===== config.mk =====
export PLATFORM = sky130hd
export DESIGN_NAME = muldiv_arb_unit
export DESIGN_NICKNAME = d
export VERILOG_FILES = /design/src/rtl/mdu_pkg.sv /design/src/rtl/mdu_arbiter.sv /design/src/rtl/mdu_mul.sv /design/src/rtl/mdu_div_stage.sv /design/src/rtl/mdu_div.sv /design/src/rtl/muldiv_arb_unit.sv
export SDC_FILE = /design/constraint.sdc
export NUM_CORES = 1
export LEC_CHECK = 0
export BUFFER_PORTS_ARGS = -buffer_cell sky130_fd_sc_hd__buf_2
export CAP_MARGIN = 30
export CORE_MARGIN = 1
export CORE_UTILIZATION = 31
export CTS_BUF_LIST = sky130_fd_sc_hd__clkbuf_2 sky130_fd_sc_hd__clkbuf_4 sky130_fd_sc_hd__clkbuf_8
export CTS_CLUSTER_SIZE = 14
export DETAILED_ROUTE_END_ITERATION = 6
export GPL_TIMING_DRIVEN = 0
export MAX_ROUTING_LAYER = met4
export PLACE_DENSITY_LB_ADDON = 0.05
export SLEW_MARGIN = 20
export SYNTH_ARGS = -nofsm -noshare
export SYNTH_HDL_FRONTEND = slang
export SYNTH_SLANG_ARGS = --single-unit

===== constraint.sdc =====
create_clock -name clk -period 7.6 [get_ports clk]
set_input_delay 0 -clock clk [delete_from_list [all_inputs] [get_ports clk]]
set_output_delay 0 -clock clk [all_outputs]
set_load 0.005 [all_outputs]

===== src/rtl/mdu_pkg.sv =====
package mdu_pkg;
    typedef enum logic [1:0] {
        ST_STALL = 2'd0,
        ST_MUL   = 2'd1,
        ST_DIV   = 2'd2
    } mdu_state_e;
endpackage


===== src/rtl/mdu_arbiter.sv =====
module mdu_arbiter
    import mdu_pkg::*;
(
    input  logic       clk,
    input  logic       rst,
    input  logic       mul_req,
    input  logic       div_req,
    output mdu_state_e state_q,
    output logic       grant_mul,
    output logic       grant_div,
    output logic       stall
);
    mdu_state_e state_d;

    // priority-encoded next state: multiply first
    always_comb begin
        if (mul_req)      state_d = ST_MUL;
        else if (div_req) state_d = ST_DIV;
        else              state_d = ST_STALL;
    end

    always_ff @(posedge clk) begin
        if (rst) state_q <= ST_STALL;
        else     state_q <= state_d;
    end

    always_comb begin
        grant_mul = 1'b0;
        grant_div = 1'b0;
        stall     = 1'b0;
        unique case (state_q)
            ST_MUL:   grant_mul = 1'b1;
            ST_DIV:   grant_div = 1'b1;
            ST_STALL: stall     = 1'b1;
            default:  stall     = 1'b1;
        endcase
    end
endmodule


===== src/rtl/mdu_mul.sv =====
module mdu_mul #(
    parameter int W = 4
) (
    input  logic [W-1:0]   mcand,
    input  logic [W-1:0]   mplier,
    output logic [2*W-1:0] prod
);
    localparam int PW = 2 * W;
    logic [PW-1:0] acc [0:W];

    assign acc[0] = '0;
    for (genvar i = 0; i < W; i++) begin : g_pp
        logic [PW-1:0] pp;
        assign pp         = {{W{1'b0}}, mcand & {W{mplier[i]}}} << i;
        assign acc[i + 1] = acc[i] + pp;
    end
    assign prod = acc[W];
endmodule


===== src/rtl/mdu_div_stage.sv =====
module mdu_div_stage #(
    parameter int W = 4
) (
    input  logic [W:0]   part_in,
    input  logic [W-1:0] dvsr,
    output logic [W:0]   part_out,
    output logic         q_bit
);
    logic [W:0]   sub;
    logic [W:0]   diff;
    logic [W+1:0] brw;

    assign sub    = {1'b0, dvsr};
    assign brw[0] = 1'b0;
    for (genvar j = 0; j <= W; j++) begin : g_bit
        assign diff[j]    = part_in[j] ^ sub[j] ^ brw[j];
        assign brw[j + 1] = (~part_in[j] & sub[j]) | (~(part_in[j] ^ sub[j]) & brw[j]);
    end

    // restore mux: keep the old partial remainder on underflow
    assign q_bit    = ~brw[W+1];
    assign part_out = brw[W+1] ? part_in : diff;
endmodule


===== src/rtl/mdu_div.sv =====
module mdu_div #(
    parameter int W = 4
) (
    input  logic [W-1:0] dvd,
    input  logic [W-1:0] dvsr,
    output logic [W-1:0] quo,
    output logic [W-1:0] rem
);
    logic [W:0] part [0:W];

    assign part[0] = '0;
    for (genvar i = 0; i < W; i++) begin : g_stage
        localparam int K = W - 1 - i;
        logic [W:0] stage_in;
        assign stage_in = {part[i][W-1:0], dvd[K]};
        mdu_div_stage #(.W(W)) stage_i (
            .part_in (stage_in),
            .dvsr    (dvsr),
            .part_out(part[i + 1]),
            .q_bit   (quo[K])
        );
    end
    assign rem = part[W][W-1:0];
endmodule


===== src/rtl/muldiv_arb_unit.sv =====
module muldiv_arb_unit
    import mdu_pkg::*;
#(
    parameter int W = 4
) (
    input  logic           clk,
    input  logic           rst,
    input  logic           mul_req,
    input  logic           div_req,
    input  logic [W-1:0]   op_a,
    input  logic [W-1:0]   op_b,
    output logic [2*W-1:0] product,
    output logic [W-1:0]   quotient,
    output logic [W-1:0]   remainder,
    output logic           res_valid,
    output logic           grant_mul,
    output logic           grant_div,
    output logic           stall,
    output logic           div_by_zero
);
    mdu_state_e     state_q;
    logic [W-1:0]   op_a_q;
    logic [W-1:0]   op_b_q;
    logic [2*W-1:0] prod_w;
    logic [W-1:0]   quo_w;
    logic [W-1:0]   rem_w;

    mdu_arbiter arb_i (
        .clk      (clk),
        .rst      (rst),
        .mul_req  (mul_req),
        .div_req  (div_req),
        .state_q  (state_q),
        .grant_mul(grant_mul),
        .grant_div(grant_div),
        .stall    (stall)
    );

    // input flip-flops: load only on a request edge
    always_ff @(posedge clk) begin
        if (rst) begin
            op_a_q <= '0;
            op_b_q <= '0;
        end else if (mul_req || div_req) begin
            op_a_q <= op_a;
            op_b_q <= op_b;
        end
    end

    mdu_mul #(.W(W)) mul_i (
        .mcand (op_a_q),
        .mplier(op_b_q),
        .prod  (prod_w)
    );

    mdu_div #(.W(W)) div_i (
        .dvd (op_a_q),
        .dvsr(op_b_q),
        .quo (quo_w),
        .rem (rem_w)
    );

    // output flip-flops
    always_ff @(posedge clk) begin
        if (rst) begin
            product     <= '0;
            quotient    <= '0;
            remainder   <= '0;
            res_valid   <= 1'b0;
            div_by_zero <= 1'b0;
        end else begin
            res_valid   <= 1'b0;
            div_by_zero <= 1'b0;
            unique case (state_q)
                ST_MUL: begin
                    product   <= prod_w;
                    res_valid <= 1'b1;
                end
                ST_DIV: begin
                    quotient    <= quo_w;
                    remainder   <= rem_w;
                    res_valid   <= 1'b1;
                    div_by_zero <= (op_b_q == '0);
                end
                default: ;
            endcase
        end
    end
endmodule


==> impl_metrics.yaml, run 1 <==
run_status:
  status: "completed"
grt:
  grt_usage_pct: 15.3
  antenna_found_initial: 0
  gr-total-overflow: 0
  grt_pass1_wl_mm: 7.43
  grt_max_degree: 17
  grt_pass1_vias: 1521
floorplanning:
  core_region_area_um2: 6060
  initial_utilization_pct: 32.9
  die_y_um: 82.3
  rows: 28
  dieArea_um2: 6770
  dieWidth_um: 82.3
  ioPinCount: 33
critical_path:
  crit_type: "reg2reg"
  cp.required_ns: 7.79
  cpMaxStageDelayCell: "or4b_1"
  critPathLaunch: "op_a_q[3]$_SDFFE_PP0P_"
  endpoint_kind: "register"
  critical_path.most_common_cell: "fa_1"
  slowest_delay_ns: 0.47
  crit_arrival_ns: 7.31
  reg2reg_from: "op_a_q[3]$_SDFFE_PP0P_"
  cp_max_fo: 10
  cp-start-kind: "register"
  crit_cells: 31
  critical-path-top-delay-family: "adder cells"
  cp_num_buf_inv: 7
  r2r_cells: 31
place:
  io_buffers: 31
  post-place-ws_ns: 0.159
  hpwl_mm: 3.50
  gp_congestion: 0.731
timing:
  fin_skew_ns: 0.00244
  tightest_slew_ns: 0.659
  final.period_utilization_pct: 93.7
  layout_setup_ws_ns: 0.477
  hold_violations: 0
  min_period_ns: 7.12
  fmax_mhz: 140
  max_slew_margin_pct: 56.1
  finalSetupViolCount: 0
  drv_slew: 0
clock_network:
  cts.sinks: 28
  clkSlewWorstSetupHoldPaths_ns: 0.10
  clock_latency_ns: 0.28
  clockRootBuffer: "clkbuf_8"
  h-tree-depth: 1
  cts_buffer_depth: 2
  cts_tree: "yes"
  cts_setup_buffers: 0
  cts_buffers: 3
synthesis:
  ys_ff_latch: 28
  synth_area_um2: 2000
  synth-edff-count: 0
  yosysTopAreaCellShare_pct: 28.1
  syn_inst: 218
  netlist-cell-type-count: 38
  avgSynthCellArea_um2: 9.16
  synth_seq_area_share_pct: 28.1
  synth.area.top_cells: "dfxtp_1 28%, fa_1 14%, ha_1 13%"
  async_flop_share_pct: 0
  synthFlopType: "dfxtp_1"
  syn_nets: 265
  yosys.area.top_type: "dfxtp_1"
  ys_warn_count: 0
min_path:
  hold-path-cell-count: 3
  min_path_type: "in2reg"
  min_from: "op_b[1]"
layout:
  post_route_cells_drive_above_1_share_pct: 17.7
  nFillCells: 637
  final_common_cell: "buf_2"
  nets: 308
  area_delta_synth_final_pct: 20.0
  fin_util_pct: 39.5
  diodes: 0
  final_cell_mix: "31 x buf_2, 28 x inv_1, 27 x dfxtp_1"
power:
  p_leak_uw: 0.00109
  ir_drop_v: 0.0000711
  power-per-cell-area_nw_per_um2: 177
drt:
  ant_nets: 0
  wl_per_cell_um: 13.4
  vias_per_cell: 4.61
  drc: 0
  via_count: 1546
  wl_mm: 4.48
  drt_pass1_iterations: 6
  drt_iter0_drc: 54
job:
  cap_violations: 0
[path summary, 6_finish.rpt]
path                                             endpoint  slack, ns
worst min register to register  remainder[3]$_SDFFE_PP0P_       0.47
worst max register to register  remainder[0]$_SDFFE_PP0P_       0.48
worst min-delay path               op_b_q[1]$_SDFFE_PP0P_       0.03
worst max-delay path            remainder[0]$_SDFFE_PP0P_       0.48
[cell families after synthesis]
group / Yosys count / share of synthesized area (%)
buffers and inverters: 36 / 7.89
AOI/OAI and AO/OA: 40 / 13.3
DFF: 28 / 28.1
muxes: 13 / 6.77
adders and majority gates: 35 / 27.2
xor gates and xnor gates: 4 / 1.75
and+or+nand+nor: 62 / 15.0
[metal layers]
layer	vias up	GRT usage [%]	wire length, um
met5	-	-	0
met4	0	3.16	27
met3	2	2.64	97
met2	20	23.6	2020
met1	713	21.0	2340
li1	811	-	-
[cells in the mapped netlist, types with 2 or more instances]
library cell	count
nor3b_1	2
o21ai_0	12
nand4b_1	2
clkbuf_1	5
mux2i_1	12
inv_1	28
nand2_1	16
nand2b_1	2
nand3_1	2
dfxtp_1	28
fa_1	14
a21oi_1	13
buf_6	3
a21o_1	2
xnor2_1	3
nor3_1	2
nor2_1	25
a32o_1	2
a211oi_1	4
ha_1	21
nor2b_1	3
[power by group]
| group | leakage [uW] | internal [uW] | total [uW] | switching (uW) |
|---|---|---|---|---|
| Sequential | 0.000229 | 154 | 162 | 7.27 |
| Combinational | 0.000829 | 64.4 | 142 | 77.3 |
| Clock | 0.0000357 | 70.6 | 121 | 50.4 |
[worst register-to-register path, delay by kind of cell (launching register included)]
kind	cells	cell delay, ns
compound gates	5	0.78
fa+ha+maj	13	3.51
simple gates	3	0.80
mux	3	1.01
buf+inv	7	0.56
flops	1	0.40
[flip-flops by register name, summed over array words and instances (netlist names)]
signal,flops
div_by_zero,1
remainder,4
quotient,4
res_valid,1
op_b_q,4
product,8
arb_i.state_q,2
op_a_q,4
[timing repair]
item,CTS,global route
endpoints found under the hold margin,7,0
hold buffers,7,0
endpoints found under the setup margin,0,5
gates resized for setup,0,4
[layout make-up]
cell class / instances / area [um2] / share of cell area, %
plain buffers: 8 / 52.6 / 2.19
clock buffers: 3 / 41.3 / 1.72
clock inverters: 1 / 30.0 / 1.25
inverters: 28 / 105 / 4.39
multi-input cells: 154 / 1290 / 53.7
flip-flops and latches: 28 / 562 / 23.4
well taps: 75 / 93.8 / 3.92
repair buffers: 38 / 225 / 9.40
[through the flow]
step	total power, uW	instance area (um2)	setup TNS [ns]	hold WS, ns	cells
2_1_floorplan	267	2000	0	0.161	218
3_3_place_gp	305	2250	0	0.277	324
3_5_place_dp	304	2250	0	0.269	324
4_1_cts	432	2390	0	0.0177	335
5_1_grt	460	2400	-0.00978	0.0278	335
6_report	424	2400	0	0.0303	335
No activity file was read; power rests on OpenSTA's default activity.
==> run 2: changes to the inputs <==
==> constraint.sdc (replaced) <==
create_clock -name clk -period 8.5 [get_ports clk]
set_input_delay 0 -clock clk [delete_from_list [all_inputs] [get_ports clk]]
set_output_delay 0 -clock clk [all_outputs]
set_load 0.005 [all_outputs]
==> impl_metrics.yaml, run 2 (synthesis results as in run 1) <==
timing:
  tightest_slew_ns: 0.659
  rsz0062_at_grt: "false"
  drv_slew: 0
  finalSetupViolCount: 0
  hold_ws_ns: 0.0310
  tns_ns: 0
  max_slew_margin_pct: 56.1
  layout_setup_ws_ns: 1.13
  hold_violations: 0
  fmax_mhz: 136
  min_period_ns: 7.37
  final.period_utilization_pct: 86.8
  fin_skew_ns: 0.00226
drt:
  drt_iter0_drc: 49
  vias_per_cell: 4.64
  wl_per_cell_um: 13.3
  via_count: 1553
  wl_met1_mm: 2.32
  ant_nets: 0
  topRoutingLayerUsed: "met4"
  route.met3.wl_um: 83
  drc: 0
  dr_wl_met2_mm: 2.01
  drt_pass1_iterations: 4
  wl_mm: 4.44
clock_network:
  clock_latency_ns: 0.28
  cts_buffers: 3
  h-tree-depth: 1
  clkSlewWorstSetupHoldPaths_ns: 0.10
  cts_setup_buffers: 0
  cts_buffer_depth: 2
  cts.sinks: 28
  clockRootBuffer: "clkbuf_8"
  cts_resized: 0
  cts_tree: "yes"
  ctsHoldBuffers: 7
layout:
  nFillCells: 635
  final_cell_mix: "31 x buf_2, 28 x inv_1, 28 x dfxtp_1"
  diodes: 0
  final_common_cell: "buf_2"
  fin_util_pct: 39.4
  top_register: "product"
  largest_register_ffs: 8
  multi_input_area_um2: 1280
  seqCellArea_um2: 561
  nets: 308
  post_route_cells_drive_above_1_share_pct: 16.5
  finalNonFillerCells: 335
  area_delta_synth_final_pct: 19.5
power:
  ir_drop_v: 0.0000629
  power-per-cell-area_nw_per_um2: 158
  p_leak_uw: 0.00110
grt:
  grt_usage_pct: 15.3
  grt_pass1_vias: 1521
  grt_pass1_wl_mm: 7.43
  gr-total-overflow: 0
  antenna_found_initial: 0
  grt_max_degree: 17
floorplanning:
  rows: 28
  dieWidth_um: 82.3
  die_y_um: 82.3
  initial_utilization_pct: 32.9
  dieArea_um2: 6770
  ioPinCount: 33
  core_region_area_um2: 6060
critical_path:
  endpoint_kind: "register"
  critical_path.most_common_cell: "fa_1"
  slowest_delay_ns: 0.58
  crit_type: "reg2reg"
  cp_num_buf_inv: 6
  cp.required_ns: 8.69
  cp_max_fo: 10
  cp-start-kind: "register"
  critical-path-top-delay-family: "adder cells"
  cpMaxStageDelayCell: "dfxtp_1"
  crit_arrival_ns: 7.56
job:
  cap_violations: 0
place:
  post-place-ws_ns: 1.06
  place_inst: 324
  io_buffers: 31
  gp_congestion: 0.731
  hpwl_mm: 3.50
min_path:
  min_path_type: "in2reg"
run_status:
  status: "completed"
run 2: cell count changes in the layout (fill, tap and decap cells not counted):
| cell | before | now |
|---|---|---|
| mux2i_1 | 10 | 12 |
| dfxtp_2 | 1 | 0 |
| a21boi_0 | 0 | 1 |
| dfxtp_1 | 27 | 28 |
| a21boi_1 | 1 | 0 |
| mux2i_2 | 2 | 0 |
run 2: final cells by class:
class,count,share of cell area (%)
inverters,28,4.40
clock inverters,1,1.26
plain buffers,8,2.20
multi-input cells,154,53.6
clock buffers,3,1.73
repair buffers,38,9.43
well taps,75,3.93
flip-flops and latches,28,23.5
run 2: tightest hold or removal path, cell delays in order:
cell	delay, ns
buf_2	0.10
o21ai_0	0.09
a21oi_1	0.08
run 2: path summary, 6_finish.rpt:
path / end / depth (start not counted) / from / slack, ns
worst min register to register: remainder[3]$_SDFFE_PP0P_ / 2 / remainder[3]$_SDFFE_PP0P_ / 0.47
worst max register to register: remainder[0]$_SDFFE_PP0P_ / 30 / op_b_q[0]$_SDFFE_PP0P_ / 1.13
worst max-delay path: remainder[0]$_SDFFE_PP0P_ / 30 / op_b_q[0]$_SDFFE_PP0P_ / 1.13
worst min-delay path: op_b_q[1]$_SDFFE_PP0P_ / 3 / op_b[1] / 0.03
run 2: through the flow:
step / cell area, um2 / power (uW)
final: 2390 / 376
after global routing: 2390 / 409
after CTS: 2390 / 386
after detailed placement: 2250 / 271
after global placement: 2250 / 273
after floorplan: 2000 / 239
run 2: power by group:
part | switching [uW] | internal, uW
logic | 67.9 | 56.1
registers | 6.44 | 138
clock network | 44.8 | 63.1
run 2: layer usage:
layer  vias to the layer above  GRT usage [%]
met5                         -              -
met4                         0           3.16
met3                         2           2.64
met2                        17           23.6
met1                       723           21.0
li1                        811              -
==> run 3: changes to the inputs <==
--- a/config.mk
+++ b/config.mk
@@ -15,6 +15,7 @@
 export GPL_TIMING_DRIVEN = 0
 export MAX_ROUTING_LAYER = met4
 export PLACE_DENSITY_LB_ADDON = 0.05
+export REMOVE_ABC_BUFFERS = 1
 export SLEW_MARGIN = 20
 export SYNTH_ARGS = -nofsm -noshare
 export SYNTH_HDL_FRONTEND = slang
==> impl_metrics.yaml, run 3 (synthesis results as in run 1) <==
run_status:
  status: "finished, violations left"
  violations: "hold timing"
place:
  hpwl_mm: 3.22
  placed_area_um2: 2200
  gp_congestion: 0.801
  io_buffers: 32
critical_path:
  cpMaxStageDelayCell: "dfxtp_1"
  critPathLaunch: "op_b_q[0]$_SDFFE_PP0P_"
  crit_cells: 29
  cp_max_fo: 11
  cp-start-kind: "register"
  slowest_delay_ns: 0.59
  timing.rr.end: "remainder[0]$_SDFFE_PP0P_"
  cp_num_buf_inv: 5
  crit_arrival_ns: 7.61
  cp.required_ns: 8.68
  reg2reg_from: "op_b_q[0]$_SDFFE_PP0P_"
  critical_path.most_common_cell: "fa_1"
  r2r_slack_ns: 1.07
  critical-path-top-delay-family: "adder cells"
  cp-endpoint: "remainder[0]$_SDFFE_PP0P_"
  endpoint_kind: "register"
  r2r_cells: 29
  crit_type: "reg2reg"
clock_network:
  cts_setup_buffers: 0
  cts.sinks: 28
  cts_tree: "yes"
  clockRootBuffer: "clkbuf_8"
  h-tree-depth: 1
  cts_buffers: 3
  ctsHoldBuffers: 7
  clock_latency_ns: 0.27
  clkSlewWorstSetupHoldPaths_ns: 0.10
  cts_buffer_depth: 2
  cts_resized: 0
grt:
  grt_pass1_wl_mm: 7.46
  grt_usage_pct: 15.0
  grt_max_degree: 30
  antenna_found_initial: 0
  grt_pass1_vias: 1624
  gr-total-overflow: 0
layout:
  diodes: 0
  design_area_um2: 2310
  top_register: "product"
  nets: 301
  post_route_cells_drive_above_1_share_pct: 15.9
  area_delta_synth_final_pct: 15.7
  final_common_cell: "buf_2"
  largest_register_ffs: 8
  final_cell_mix: "32 x buf_2, 28 x inv_1, 28 x dfxtp_1"
min_path:
  min_path_type: "in2reg"
timing:
  rsz0062_at_grt: "false"
  drv_slew: 0
  finalSetupViolCount: 0
  fmax_mhz: 135
  final.period_utilization_pct: 87.4
  tightest_slew_ns: 0.568
  hold_violations: 1
  fin_skew_ns: 0.00706
  max_slew_margin_pct: 62.2
  hold_ws_ns: -0.000722
  min_period_ns: 7.43
  tns_ns: 0
power:
  power-per-cell-area_nw_per_um2: 146
  ir_drop_v: 0.0000535
  finalPower_uw: 337
  p_leak_uw: 0.00106
drt:
  drt_iter0_drc: 33
  via_count: 1519
  vias_per_cell: 4.65
  wl_mm: 4.11
  drc: 0
  ant_nets: 0
  drt_pass1_iterations: 4
  wl_per_cell_um: 12.6
job:
  cap_violations: 0
floorplanning:
  ioPinCount: 33
  rows: 28
  initial_utilization_pct: 32.9
  dieWidth_um: 82.3
  dieArea_um2: 6770
  die_y_um: 82.3
  core_region_area_um2: 6060
-- run 3: final cells by class --
cell class | instances | area [um2]
Tap cell | 75 | 93.8
Inverter | 28 | 105
Sequential cell | 28 | 561
Timing Repair Buffer | 39 | 230
Clock buffer | 3 | 41.3
Multi-Input combinational cell | 154 | 1280
Fill cell | 649 | 3750
-- run 3: per-layer routing --
metal | part of all wire (%) | vias up | global-route usage (%)
met3 | 1.8 | 2 | 1.98
met1 | 51 | 709 | 19.3
met5 | 0 | - | -
li1 | - | 789 | -
met2 | 46 | 19 | 24.2
met4 | 0.71 | 0 | 5.09
-- run 3: worst min-delay path by stage --
| stage | slack (ns) | depth (start not counted) | startpoint | end |
|---|---|---|---|---|
| 2_1_floorplan | 0.07 | 1 | rst | op_a_q[0]$_SDFFE_PP0P_ |
| 4_1_cts | 0.0001 | 3 | op_a[2] | op_a_q[2]$_SDFFE_PP0P_ |
| 3_5_place_dp | 0.27 | 3 | op_b[0] | op_b_q[0]$_SDFFE_PP0P_ |
| 6_report | -0.0007 | 3 | op_a[2] | op_a_q[2]$_SDFFE_PP0P_ |
| 3_3_place_gp | 0.28 | 3 | op_b[2] | op_b_q[2]$_SDFFE_PP0P_ |
| 5_1_grt | 0.03 | 3 | op_a[2] | op_a_q[2]$_SDFFE_PP0P_ |
-- run 3: power breakdown --
part	total [uW]	leakage [uW]	internal, uW	switching [uW]
clock	73.0	0.0000216	31.8	41.2
sequential	144	0.000229	138	6.46
combinational	120	0.000812	54.4	65.4
total	337	0.00106	224	113
-- run 3: worst register-to-register path, delay by kind of cell, from the launching register on --
family | cells | cell delay, ns
mux | 3 | 1.03
fa+ha+maj | 13 | 3.72
compound gates | 5 | 0.85
buf+inv | 5 | 0.31
simple gates | 3 | 0.83
flops | 1 | 0.59
-- run 3: per-stage QoR --
stage,worst slack [ns],cells,util [%]
finish,1.07,327,38.1
global route,0.394,327,38.1
CTS,0.977,327,38.1
detailed placement,1.06,317,36.3
global placement,0.910,317,36.3
floorplan,1.86,210,-
